## src/rtl/msi_comp_pkg.sv

```systemverilog
package msi_comp_pkg;
  localparam int HART_W  = 14;
  localparam int GUEST_W = 6;
  localparam int EIID_W  = 11;
  localparam int ADDR_W  = 64;
  localparam int WORD_W  = 32;
  localparam int PAGE_SH = 12;

  localparam logic [WORD_W-1:0] HI_KEEP  = 32'h9F77_FFFF;
  localparam logic [WORD_W-1:0] GEN_KEEP = 32'hFFFC_0FFF;

  typedef enum logic [1:0] {
    CFG_M_LO = 2'd0,
    CFG_M_HI = 2'd1,
    CFG_S_LO = 2'd2,
    CFG_S_HI = 2'd3
  } cfg_sel_e;
endpackage

```

## src/rtl/msi_cfg_regs.sv

```systemverilog
module msi_cfg_regs
  import msi_comp_pkg::*;
#(
  parameter int CHILD_CNT = 1
) (
  input  logic              clk_i,
  input  logic              rst_ni,
  input  logic              we_i,
  input  logic [1:0]        sel_i,
  input  logic [WORD_W-1:0] wdata_i,
  input  logic [1:0]        rsel_i,
  output logic [WORD_W-1:0] rdata_o,
  output logic [WORD_W-1:0] m_lo_o,
  output logic [WORD_W-1:0] m_hi_o,
  output logic [WORD_W-1:0] s_lo_o,
  output logic [WORD_W-1:0] s_hi_o
);
  logic [WORD_W-1:0] m_lo_q, m_hi_q;
  logic              wr_ok;

  assign wr_ok = we_i & ~m_hi_q[31];

  always_ff @(posedge clk_i or negedge rst_ni) begin
    if (!rst_ni) begin
      m_lo_q <= '0;
      m_hi_q <= '0;
    end else if (wr_ok) begin
      if (sel_i == CFG_M_LO) m_lo_q <= wdata_i;
      if (sel_i == CFG_M_HI) m_hi_q <= wdata_i & HI_KEEP;
    end
  end

  generate
    if (CHILD_CNT > 0) begin : g_s_pair
      logic [WORD_W-1:0] s_lo_q, s_hi_q;
      always_ff @(posedge clk_i or negedge rst_ni) begin
        if (!rst_ni) begin
          s_lo_q <= '0;
          s_hi_q <= '0;
        end else if (wr_ok) begin
          if (sel_i == CFG_S_LO) s_lo_q <= wdata_i;
          if (sel_i == CFG_S_HI) s_hi_q <= wdata_i & HI_KEEP;
        end
      end
      assign s_lo_o = s_lo_q;
      assign s_hi_o = s_hi_q;
    end else begin : g_no_s_pair
      assign s_lo_o = '0;
      assign s_hi_o = '0;
    end
  endgenerate

  assign m_lo_o = m_lo_q;
  assign m_hi_o = m_hi_q;

  always_comb begin
    unique case (rsel_i)
      CFG_M_LO: rdata_o = m_lo_q;
      CFG_M_HI: rdata_o = m_hi_q;
      CFG_S_LO: rdata_o = s_lo_o;
      default:  rdata_o = s_hi_o;
    endcase
  end
endmodule

```

## src/rtl/msi_addr_calc.sv

```systemverilog
module msi_addr_calc
  import msi_comp_pkg::*;
(
  input  logic [WORD_W-1:0]  lo_i,
  input  logic [WORD_W-1:0]  hi_i,
  input  logic [HART_W-1:0]  hart_i,
  input  logic [GUEST_W-1:0] guest_i,
  output logic [ADDR_W-1:0]  addr_o
);
  logic [4:0]  grp_sh;
  logic [2:0]  loc_sh;
  logic [2:0]  grp_w;
  logic [3:0]  loc_w;
  logic [11:0] base_hi;
  logic [3:0]  unused_hi_bits;

  logic [ADDR_W-1:0] hart_x, grp_idx, loc_idx, grp_msk, loc_msk, gst_msk;
  logic [ADDR_W-1:0] base, grp_t, loc_t, gst_t, ppn;

  assign grp_sh  = hi_i[28:24];
  assign loc_sh  = hi_i[22:20];
  assign grp_w   = hi_i[18:16];
  assign loc_w   = hi_i[15:12];
  assign base_hi = hi_i[11:0];
  assign unused_hi_bits = {hi_i[31], hi_i[29], hi_i[23], hi_i[19]};

  always_comb begin
    hart_x  = {{(ADDR_W-HART_W){1'b0}}, hart_i};
    loc_msk = (64'd1 << loc_w) - 64'd1;
    grp_msk = (64'd1 << grp_w) - 64'd1;
    gst_msk = (64'd1 << loc_sh) - 64'd1;
    grp_idx = hart_x >> loc_w;
    loc_idx = hart_x & loc_msk;
    base    = {{(ADDR_W-44){1'b0}}, base_hi, lo_i};
    grp_t   = (grp_idx & grp_msk) << ({1'b0, grp_sh} + 6'd12);
    loc_t   = loc_idx << loc_sh;
    gst_t   = {{(ADDR_W-GUEST_W){1'b0}}, guest_i} & gst_msk;
    ppn     = base | grp_t | loc_t | gst_t;
    addr_o  = ppn << PAGE_SH;
  end
endmodule

```

## src/rtl/msi_out_stage.sv

```systemverilog
module msi_out_stage
  import msi_comp_pkg::*;
(
  input  logic              clk_i,
  input  logic              rst_ni,
  input  logic              load_i,
  input  logic [ADDR_W-1:0] addr_i,
  input  logic [EIID_W-1:0] eiid_i,
  input  logic              ready_i,
  output logic              free_o,
  output logic              valid_o,
  output logic [ADDR_W-1:0] addr_o,
  output logic [EIID_W-1:0] eiid_o
);
  logic              valid_q;
  logic [ADDR_W-1:0] addr_q;
  logic [EIID_W-1:0] eiid_q;

  assign free_o = ~valid_q | ready_i;

  always_ff @(posedge clk_i or negedge rst_ni) begin
    if (!rst_ni) begin
      valid_q <= 1'b0;
      addr_q  <= '0;
      eiid_q  <= '0;
    end else if (free_o) begin
      valid_q <= load_i;
      if (load_i) begin
        addr_q <= addr_i;
        eiid_q <= eiid_i;
      end
    end
  end

  assign valid_o = valid_q;
  assign addr_o  = addr_q;
  assign eiid_o  = eiid_q;
endmodule

```

## src/rtl/msi_addr_composer.sv

```systemverilog
module msi_addr_composer
  import msi_comp_pkg::*;
#(
  parameter int CHILD_CNT = 1
) (
  input  logic               clk_i,
  input  logic               rst_ni,
  input  logic               cfg_we_i,
  input  logic [1:0]         cfg_sel_i,
  input  logic [WORD_W-1:0]  cfg_wdata_i,
  input  logic [1:0]         cfg_rsel_i,
  output logic [WORD_W-1:0]  cfg_rdata_o,
  input  logic               gen_we_i,
  input  logic [WORD_W-1:0]  gen_wdata_i,
  output logic [WORD_W-1:0]  gen_value_o,
  input  logic               req_valid_i,
  output logic               req_ready_o,
  input  logic               req_smode_i,
  input  logic [HART_W-1:0]  req_hart_i,
  input  logic [GUEST_W-1:0] req_guest_i,
  input  logic [EIID_W-1:0]  req_eiid_i,
  output logic               out_valid_o,
  input  logic               out_ready_i,
  output logic [ADDR_W-1:0]  out_addr_o,
  output logic [EIID_W-1:0]  out_eiid_o
);
  logic [WORD_W-1:0]  m_lo, m_hi, s_lo, s_hi;
  logic [WORD_W-1:0]  gen_q;
  logic               gen_pend_q;
  logic               slot_free, issue_gen, issue_req, use_m;
  logic [WORD_W-1:0]  sel_lo, sel_hi;
  logic [HART_W-1:0]  sel_hart;
  logic [GUEST_W-1:0] sel_guest;
  logic [EIID_W-1:0]  sel_eiid;
  logic [ADDR_W-1:0]  calc_addr;

  msi_cfg_regs #(.CHILD_CNT(CHILD_CNT)) u_cfg (
    .clk_i   (clk_i),
    .rst_ni  (rst_ni),
    .we_i    (cfg_we_i),
    .sel_i   (cfg_sel_i),
    .wdata_i (cfg_wdata_i),
    .rsel_i  (cfg_rsel_i),
    .rdata_o (cfg_rdata_o),
    .m_lo_o  (m_lo),
    .m_hi_o  (m_hi),
    .s_lo_o  (s_lo),
    .s_hi_o  (s_hi)
  );

  // generated write waits here until the output slot frees
  always_ff @(posedge clk_i or negedge rst_ni) begin
    if (!rst_ni) begin
      gen_q      <= '0;
      gen_pend_q <= 1'b0;
    end else if (gen_we_i) begin
      gen_q      <= gen_wdata_i & GEN_KEEP;
      gen_pend_q <= 1'b1;
    end else if (issue_gen) begin
      gen_pend_q <= 1'b0;
    end
  end

  assign issue_gen   = gen_pend_q & slot_free;
  assign req_ready_o = slot_free & ~gen_pend_q;
  assign issue_req   = req_valid_i & req_ready_o;

  assign use_m     = gen_pend_q | ~req_smode_i;
  assign sel_lo    = use_m ? m_lo : s_lo;
  assign sel_hi    = use_m ? m_hi : s_hi;
  assign sel_hart  = gen_pend_q ? gen_q[31:18] : req_hart_i;
  assign sel_guest = use_m ? '0 : req_guest_i;
  assign sel_eiid  = gen_pend_q ? gen_q[10:0] : req_eiid_i;

  msi_addr_calc u_calc (
    .lo_i    (sel_lo),
    .hi_i    (sel_hi),
    .hart_i  (sel_hart),
    .guest_i (sel_guest),
    .addr_o  (calc_addr)
  );

  msi_out_stage u_out (
    .clk_i   (clk_i),
    .rst_ni  (rst_ni),
    .load_i  (issue_gen | issue_req),
    .addr_i  (calc_addr),
    .eiid_i  (sel_eiid),
    .ready_i (out_ready_i),
    .free_o  (slot_free),
    .valid_o (out_valid_o),
    .addr_o  (out_addr_o),
    .eiid_o  (out_eiid_o)
  );

  assign gen_value_o = gen_q;
endmodule

```

## config.mk

```make
export PLATFORM = sky130hd
export DESIGN_NAME = msi_addr_composer
export DESIGN_NICKNAME = d
export VERILOG_FILES = /design/src/rtl/msi_comp_pkg.sv /design/src/rtl/msi_cfg_regs.sv /design/src/rtl/msi_addr_calc.sv /design/src/rtl/msi_out_stage.sv /design/src/rtl/msi_addr_composer.sv
export SDC_FILE = /design/constraint.sdc
export NUM_CORES = 1
export LEC_CHECK = 0
export BUFFER_PORTS_ARGS = -buffer_cell sky130_fd_sc_hd__buf_2
export CORE_MARGIN = 4
export CORE_UTILIZATION = 50
export DETAILED_ROUTE_END_ITERATION = 6
export HOLD_SLACK_MARGIN = 0.06
export PLACE_DENSITY = 0.81
export SLEW_MARGIN = 10
export SYNTH_ARGS = -nofsm -noshare
export SYNTH_HDL_FRONTEND = slang
export SYNTH_SLANG_ARGS = --single-unit
```

## constraint.sdc

```tcl
create_clock -name clk_i -period 3.7 [get_ports clk_i]
set_input_delay 1.11 -clock clk_i [delete_from_list [all_inputs] [get_ports clk_i]]
set_output_delay 1.11 -clock clk_i [all_outputs]
set_load 0.005 [all_outputs]
```

==> metrics.md, run 1 <==
| Metric | Value |
|---|---|
| CTS Hold Bufs | `0` |
| N_diodes | `0` |
| Cts bufs inserted | `22` |
| WL final | `46200 microns` |
| #FFs+latches synth | `211` |
| Total core area | `25100 sq um` |
| Via count | `12300` |
| WL/cell | `23.0 microns` |
| Avg Inst Size Synth | `10.2 sq um` |
| EDFF count, synth | `0` |
| Layout area overhead | `32.6%` |
| Final hold slack | `483 ps` |
| Root Buffer | `clkbuf_16` |
| Final net count | `1774` |
| Part of the cycle the worst path needs | `98.7%` |
| Crit Path Max Fanout | `9` |
| Post-synth top area share | `41.4%` |
| Distinct cells, synth | `83` |
| CP arrival | `4110 ps` |
| CTS tree | `built` |
| Routed Antenna Nets | `0` |
| DR iter-0 viols | `1381` |
| Setup violators final | `0` |
| # IOs | `247` |
| Pleak | `7.53 nW` |
| Routability Congestion | `1.02` |
| Clk_skew | `31.6 ps` |
| Worst R2R Setup Slack | `120 ps` |
| Critical path destination | `u_out.addr_o[41]` |
| Post-synth ARST share | `100%` |
| Synth area leader | `dfrtp_1` |
| DIE WIDTH | `168 microns` |
| F_max | `274 MHz` |
| Die Span Y | `168 microns` |
| Final Hold Vio Count | `0` |
| FF+latch area | `5280 sq um` |
| Crit. End Element | `flop` |
| Cells after Synth | `1251` |
| Outcome | `finished, final reports clean` |
| Setup crit start kind | `input pin` |
| Max-Slew Margin vs Limit | `45.6%` |
| Clk_lat worst skew | `540 ps` |
| GRT Overall Usage | `31.6%` |
| Fill cell count | `1938` |
| PortBufs | `222` |
| Final min period | `3650 ps` |
| FF-to-FF path depth | `12` |
| Worst EP required | `4150 ps` |
| Initial core utilization | `50.8%` |
| Critical Path Most Common Cell | `buf_4` |
| Share of cells above drive strength 1 | `46.5%` |
| Cells after DPL | `1962` |
| Final instance area | `16900 sq um` |
| Final Util | `67.3%` |
| R2R Path End | `u_out.addr_o[33]` |
| DRC viols | `0` |
| Clk pwr share | `15.8%` |
| Setup CP Type | `in -> reg` |
| Dpl hpwl | `34800 microns` |
| Synthesis Warnings | `0` |
| Routed vias/inst | `6.13` |
| Most used DFF post-synth | `dfrtp_1` |
| Min-Delay Path Class | `reg -> reg` |
| Synth cell count leaders | `dfrtp_1, mux2_2, nand2_1, nor2_1, a21oi_1` |
| Gate power share | `56.0%` |
| Die area | `28100 sq um` |
| MaxCap Viol Count | `0` |
| Int Power | `8.17 mW` |
| Post-Syn Area | `12700 sq um` |
| First-pass GRT wire length | `70500 microns` |
| CP peak stage delay | `400 ps` |
| Post-Layout Cell Count | `2009` |
| Worst-path clk slew | `60 ps` |
| Final Max Slew Viols | `0` |
| RSZ-0062 raised after global routing | `yes` |
| Sequential fraction of the synthesis area | `41.4%` |
| Drt first pass iters | `5` |
| Largest net degree at the start of global routing | `81` |
| Sw frac | `41.7%` |
| Count leader, synth | `dfrtp_1` |
| Area of the multi-input gates | `7320 sq um` |
| Synth top area cells | `dfrtp_1, mux2_2, mux4_2` |
| Clock buffer depth | `3` |
| Critical-path cell list | `buf_4, nor2b_4, buf_4, o21ai_4, buf_6, mux4_2, buf_4, or3_1, a211oi_1, o21ai_0, buf_4, nand2_1, o311ai_0, a31oi_1` |
| GRT Residual Overflow | `0` |
| Worst setup startpoint | `req_smode_i` |
| Reg2reg start | `gen_pend_q` |
| H-tree depth | `1` |
| Antenna violations before repair | `1` |
| Tot Pwr | `14.0 mW` |
| Row cnt | `58` |
| Worst-margin pin slew | `816 ps` |
| Maximum VDD drop | `0.512 mV` |
| Worst path slowest cell | `or3_1` |
| TritonCTS Sinks | `211` |
| P_sw | `5.85 mW` |
| Power share of the sequential group | `28.3%` |
| Pwr Density | `829 nW/um^2` |
| Vias in the first global route | `12200` |
| DP Area | `15900 sq um` |
-- cell type report --
type                    count  area share, %
well taps                 330           2.44
flip-flops and latches    211           31.3
clock inverters            11          0.585
inverters                   3         0.0666
multi-input cells         945           43.3
repair buffers            481           18.7
clock buffers              28           3.69
-- power by group through the flow --
stage	clock [mW]	combinational, mW	sequential [mW]
after floorplan	0	3.90	3.72
after global placement	0	7.28	3.87
after detailed placement	0	7.37	3.96
after CTS	2.23	7.48	3.93
after global routing	2.34	8.36	4.05
final	2.21	7.85	3.97
-- registers in the layout, indices dropped and copies added, names as in the netlist --
signal and flops:
u_cfg.m_lo_o 32, u_out.addr_o 52, u_cfg.s_hi_o 28, gen_value_o 26, u_out.eiid_o 11, u_cfg.m_hi_o 28, u_out.valid_o 1, gen_pend_q 1
u_cfg.s_lo_o 32
-- cells by family (layout without fill, tap and decap cells) --
group                    count (synthesis)  in the layout  synth area share [%]
buffers and inverters                  112            523                  4.29
other                                    1             18                0.0294
multiplexers                           248            248                  24.0
flip-flops                             211            211                  41.4
XOR/XNOR                                 3              3                 0.206
AO/OA/AOI/OAI                          313            313                  16.9
adder cells (fa/ha/maj)                  4              4                 0.393
AND/OR/NAND/NOR                        359            359                  12.8
-- critical path, delay by kind of cell --
family                 cells  cell delay, ps
muxes                      1             370
AOI/OAI and AO/OA          5            1090
and+or+nand+nor            3             690
buffers and inverters      5             850
-- repair_timing --
action                                  in CTS  in global routing
pin swaps                                    0                  3
gates resized for setup                      8                 47
buffers inserted                             5                  3
endpoints found under the setup margin      10                 45
-- metrics by stage --
step | worst slack [ps] | TNS (ps)
final | 47.4 | 0
after global placement | -718 | -23150
after detailed placement | -800 | -24190
after global routing | -33.8 | -188
after CTS | 1.40 | 0
after floorplan | -7.86 | -7.86
-- routing by layer --
| metal | up-vias | wire length, microns | GRT usage, % |
|---|---|---|---|
| met2 | 711 | 21000 | 49.5 |
| met5 | - | 13 | 0 |
| met4 | 2 | 1400 | 8.50 |
| li1 | 5479 | - | - |
| met3 | 104 | 5110 | 8.73 |
| met1 | 6024 | 18600 | 43.8 |
-- layout by cell type, fill, tap and decap left out, types with 4 or more instances in the layout --
cell | Yosys | final
and2_1 | 4 | 4
a221oi_1 | 12 | 10
nor2_1 | 92 | 89
nand2b_1 | 8 | 7
buf_2 | 14 | 220
o22a_1 | 7 | 7
o31a_1 | 4 | 4
a21oi_2 | 6 | 8
clkbuf_16 | 0 | 22
or3_1 | 5 | 4
nor3_1 | 30 | 29
o21ai_0 | 60 | 55
o22ai_1 | 11 | 9
o31ai_1 | 5 | 4
mux2i_1 | 60 | 54
a22oi_1 | 9 | 7
o211ai_1 | 12 | 12
buf_4 | 19 | 250
nand3_1 | 33 | 33
a21oi_1 | 68 | 64
a41oi_1 | 4 | 4
a32oi_1 | 4 | 4
nand2_1 | 155 | 154
mux2_2 | 158 | 158
buf_12 | 0 | 6
nand4_1 | 4 | 4
mux4_2 | 30 | 30
clkbuf_8 | 0 | 6
dfrtp_1 | 211 | 210
a211oi_1 | 24 | 20
clkinv_2 | 0 | 6
mux2i_2 | 0 | 6
o21ai_1 | 10 | 14
conb_1 | 1 | 18
a211oi_2 | 3 | 7
a31oi_1 | 17 | 16
-- how the worst min path moves through the flow --
stage	slack, ps	startpoint	cells past startpoint	end
after detailed placement	470	u_out.addr_o[13]	2	u_out.addr_o[13]
after floorplan	470	u_out.addr_o[12]	2	u_out.addr_o[12]
after global routing	510	u_out.eiid_o[10]	2	u_out.eiid_o[10]
final	480	u_out.addr_o[13]	2	u_out.addr_o[13]
after CTS	490	u_out.addr_o[13]	2	u_out.addr_o[13]
after global placement	460	u_out.eiid_o[6]	2	u_out.eiid_o[6]
(Power assumes the default switching activity.)
==> run 2, diff against run 1 <==
--- a/config.mk
+++ b/config.mk
@@ -7,10 +7,10 @@
 export LEC_CHECK = 0
 export BUFFER_PORTS_ARGS = -buffer_cell sky130_fd_sc_hd__buf_2
 export CORE_MARGIN = 4
-export CORE_UTILIZATION = 50
+export CORE_UTILIZATION = 30
 export DETAILED_ROUTE_END_ITERATION = 6
 export HOLD_SLACK_MARGIN = 0.06
-export PLACE_DENSITY = 0.81
+export PLACE_DENSITY = 0.55
 export SLEW_MARGIN = 10
 export SYNTH_ARGS = -nofsm -noshare
 export SYNTH_HDL_FRONTEND = slang
==> run 2 against run 1 <==
Effect of this change:
- wire length grew 9.2%
- clock power up 16%
- via count shrank 3.0%
- clock-buffer cell count grew 10
- largest power group unchanged
- hold slack worse by 9.1 ps
- maximum frequency increased by 0.92%
- flip-flop and latch count did not move
==> metrics.md, run 2 (synthesis gave the netlist of run 1 again) <==
| Metric | Value |
|---|---|
| Outcome | `finished, final reports clean (unchanged)` |
| Pwr Density | `835 nW/um^2 (was 829 nW/um^2)` |
| GRT Residual Overflow | `0 (unchanged)` |
| Setup violators final | `0 (unchanged)` |
| Worst EP required | `4150 ps (about the same)` |
| Vias in the first global route | `11900 (was 12200)` |
| Dpl hpwl | `39100 microns (was 34800 microns)` |
| First-pass GRT wire length | `75700 microns (was 70500 microns)` |
| Hold Path Depth | `2 (unchanged)` |
| WL/cell | `22.6 microns (was 23.0 microns)` |
| PortBufs | `222 (unchanged)` |
| Final instance area | `17400 sq um (was 16900 sq um)` |
| Min-Delay Path Class | `reg -> reg (unchanged)` |
| Final Max Slew Viols | `0 (unchanged)` |
| RSZ-0062 raised after global routing | `yes (unchanged)` |
| Gr busiest metal | `met2 (unchanged)` |
| Met3 usage | `4.44% (was 8.73%)` |
| Final Hold Vio Count | `0 (unchanged)` |
| Setup WS pre-CTS | `-662 ps (was -800 ps)` |
| DR iter-0 viols | `1197 (was 1381)` |
| Crit Path Max Fanout | `10 (was 9)` |
| Layout area overhead | `36.2% (was 32.6%)` |
| GRT Overall Usage | `21.2% (was 31.6%)` |
| WL final | `50400 microns (was 46200 microns)` |
| DIE WIDTH | `214 microns (was 168 microns)` |
| Final net count | `1784 (was 1774)` |
| Clk_lat worst skew | `570 ps (was 540 ps)` |
| Commonest non-fill, non-tap cell in the layout | `buf_4 (unchanged)` |
| Met1 GRT Util | `29.7% (was 43.8%)` |
| CTS tree | `built (unchanged)` |
| Die area | `45900 sq um (was 28100 sq um)` |
| H-tree depth | `1 (unchanged)` |
| Max-Slew Margin vs Limit | `56.0% (was 45.6%)` |
| CTS Hold Bufs | `0 (unchanged)` |
| Worst-margin pin slew | `660 ps (was 816 ps)` |
| Routing usage on met2 | `33.2% (was 49.5%)` |
| Routed vias/inst | `5.35 (was 6.13)` |
| Setup crit start kind | `input pin (unchanged)` |
| Cts bufs inserted | `27 (was 22)` |
| Crit. End Element | `flop (unchanged)` |
| Routability Congestion | `0.981 (was 1.02)` |
| TritonCTS Sinks | `211 (unchanged)` |
| Via count | `12000 (was 12300)` |
| Fill cell count | `4140 (was 1938)` |
| Part of the cycle the worst path needs | `97.8% (was 98.7%)` |
| MaxCap Viol Count | `0 (unchanged)` |
| Max reg flops | `52 (unchanged)` |
| FF-to-FF path depth | `13 (was 12)` |
| Final WS setup | `80.6 ps (was 47.4 ps)` |
| Largest net degree at the start of global routing | `76 (was 81)` |
| Die Span Y | `214 microns (was 168 microns)` |
| F_max | `276 MHz (was 274 MHz)` |
| CP arrival | `4070 ps (was 4110 ps)` |
| Row cnt | `75 (was 58)` |
| Drt first pass iters | `5 (unchanged)` |
| Postcts setup bufs | `0 (was 5)` |
| Final min period | `3620 ps (was 3650 ps)` |
| Area of the multi-input gates | `7240 sq um (was 7320 sq um)` |
| FF+latch area | `5280 sq um (about the same)` |
| DP Area | `16400 sq um (was 15900 sq um)` |
| # IOs | `247 (unchanged)` |
| Clock buffer depth | `3 (unchanged)` |
| Pleak | `7.66 nW (was 7.53 nW)` |
| Maximum VDD drop | `0.412 mV (was 0.512 mV)` |
| Antenna violations before repair | `3 (was 1)` |
| DRC viols | `0 (unchanged)` |
| Total core area | `41900 sq um (was 25100 sq um)` |
| Initial core utilization | `30.4% (was 50.8%)` |
| Setup CP Type | `in -> reg (unchanged)` |
| Share of cells above drive strength 1 | `45.8% (was 46.5%)` |
| Most frequent cells in the layout | `buf_4, buf_2, dfrtp_1, mux2_2, nand2_1 (unchanged)` |
| Clk_skew | `22.1 ps (was 31.6 ps)` |
| Routed Antenna Nets | `0 (unchanged)` |
| Worst-path clk slew | `60 ps (about the same)` |
| N_diodes | `0 (unchanged)` |
| Root Buffer | `clkbuf_16 (unchanged)` |
==> run 2: path summary, 6_finish.rpt <==
| check | slack (ps) | from | endpoint |
|---|---|---|---|
| max in group asynchronous | 2300 | rst_ni | u_out.addr_o[26] |
| setup reg to reg | 160 | gen_pend_q | u_out.addr_o[37] |
| min in group asynchronous | 500 | rst_ni | u_cfg.s_hi_o[16] |
| hold reg to reg | 470 | u_out.eiid_o[10] | u_out.eiid_o[10] |
| hold / removal | 470 | u_out.eiid_o[10] | u_out.eiid_o[10] |
| setup / recovery | 80 | req_smode_i | u_out.addr_o[37] |
==> run 2: critical path, cell delays in order <==
cell,delay [ps]
buf_2,140
nor2b_4,150
buf_12,130
o21ai_4,190
buf_4,240
mux2_2,350
a221o_1,390
a21oi_1,260
mux4_2,400
a21oi_2,90
buf_4,150
o2111a_1,210
a311oi_1,250
==> run 2: what timing repair did <==
action / CTS / global route
endpoints found under the setup margin: 2 / 29
pin swaps: 0 / 2
resized for setup: 2 / 24
==> run 2: stage by stage <==
stage / TNS (ps) / std cells / util, % / total power [mW] / hold slack, ps
final: 0 / 2232 / 41.4 / 14.5 / 474
after floorplan: -7.86 / 1268 / - / 7.62 / 473
after global placement: -20250 / 2184 / 39.1 / 11.7 / 462
after CTS: 0 / 2232 / 41.2 / 14.4 / 480
after global routing: -32.5 / 2232 / 41.4 / 15.4 / 505
after detailed placement: -21140 / 2184 / 39.1 / 11.8 / 468
==> run 2: power by group <==
group          internal, mW  switching [mW]  total, mW
Sequential             3.19           0.786       3.97
Clock                  1.50            1.06       2.56
Combinational          3.83            4.14       7.97
Total                  8.52            5.99       14.5
==> run 2: cell type report <==
cell class / instances / share of cell area [%]
clock buffer: 38 / 4.36
clock inverter: 10 / 0.576
inverter: 3 / 0.0648
multi-input combinational: 945 / 41.7
sequential: 211 / 30.4
tap: 539 / 3.88
timing repair buffer: 486 / 19.0
==> run 2: layer usage <==
layer | up-vias | routed length (microns) | part of all wire, %
met1 | 5924 | 22700 | 45
li1 | 5519 | - | -
met2 | 424 | 22600 | 45
met4 | 6 | 1370 | 2.7
met3 | 79 | 3660 | 7.3
met5 | - | 34 | 0.067
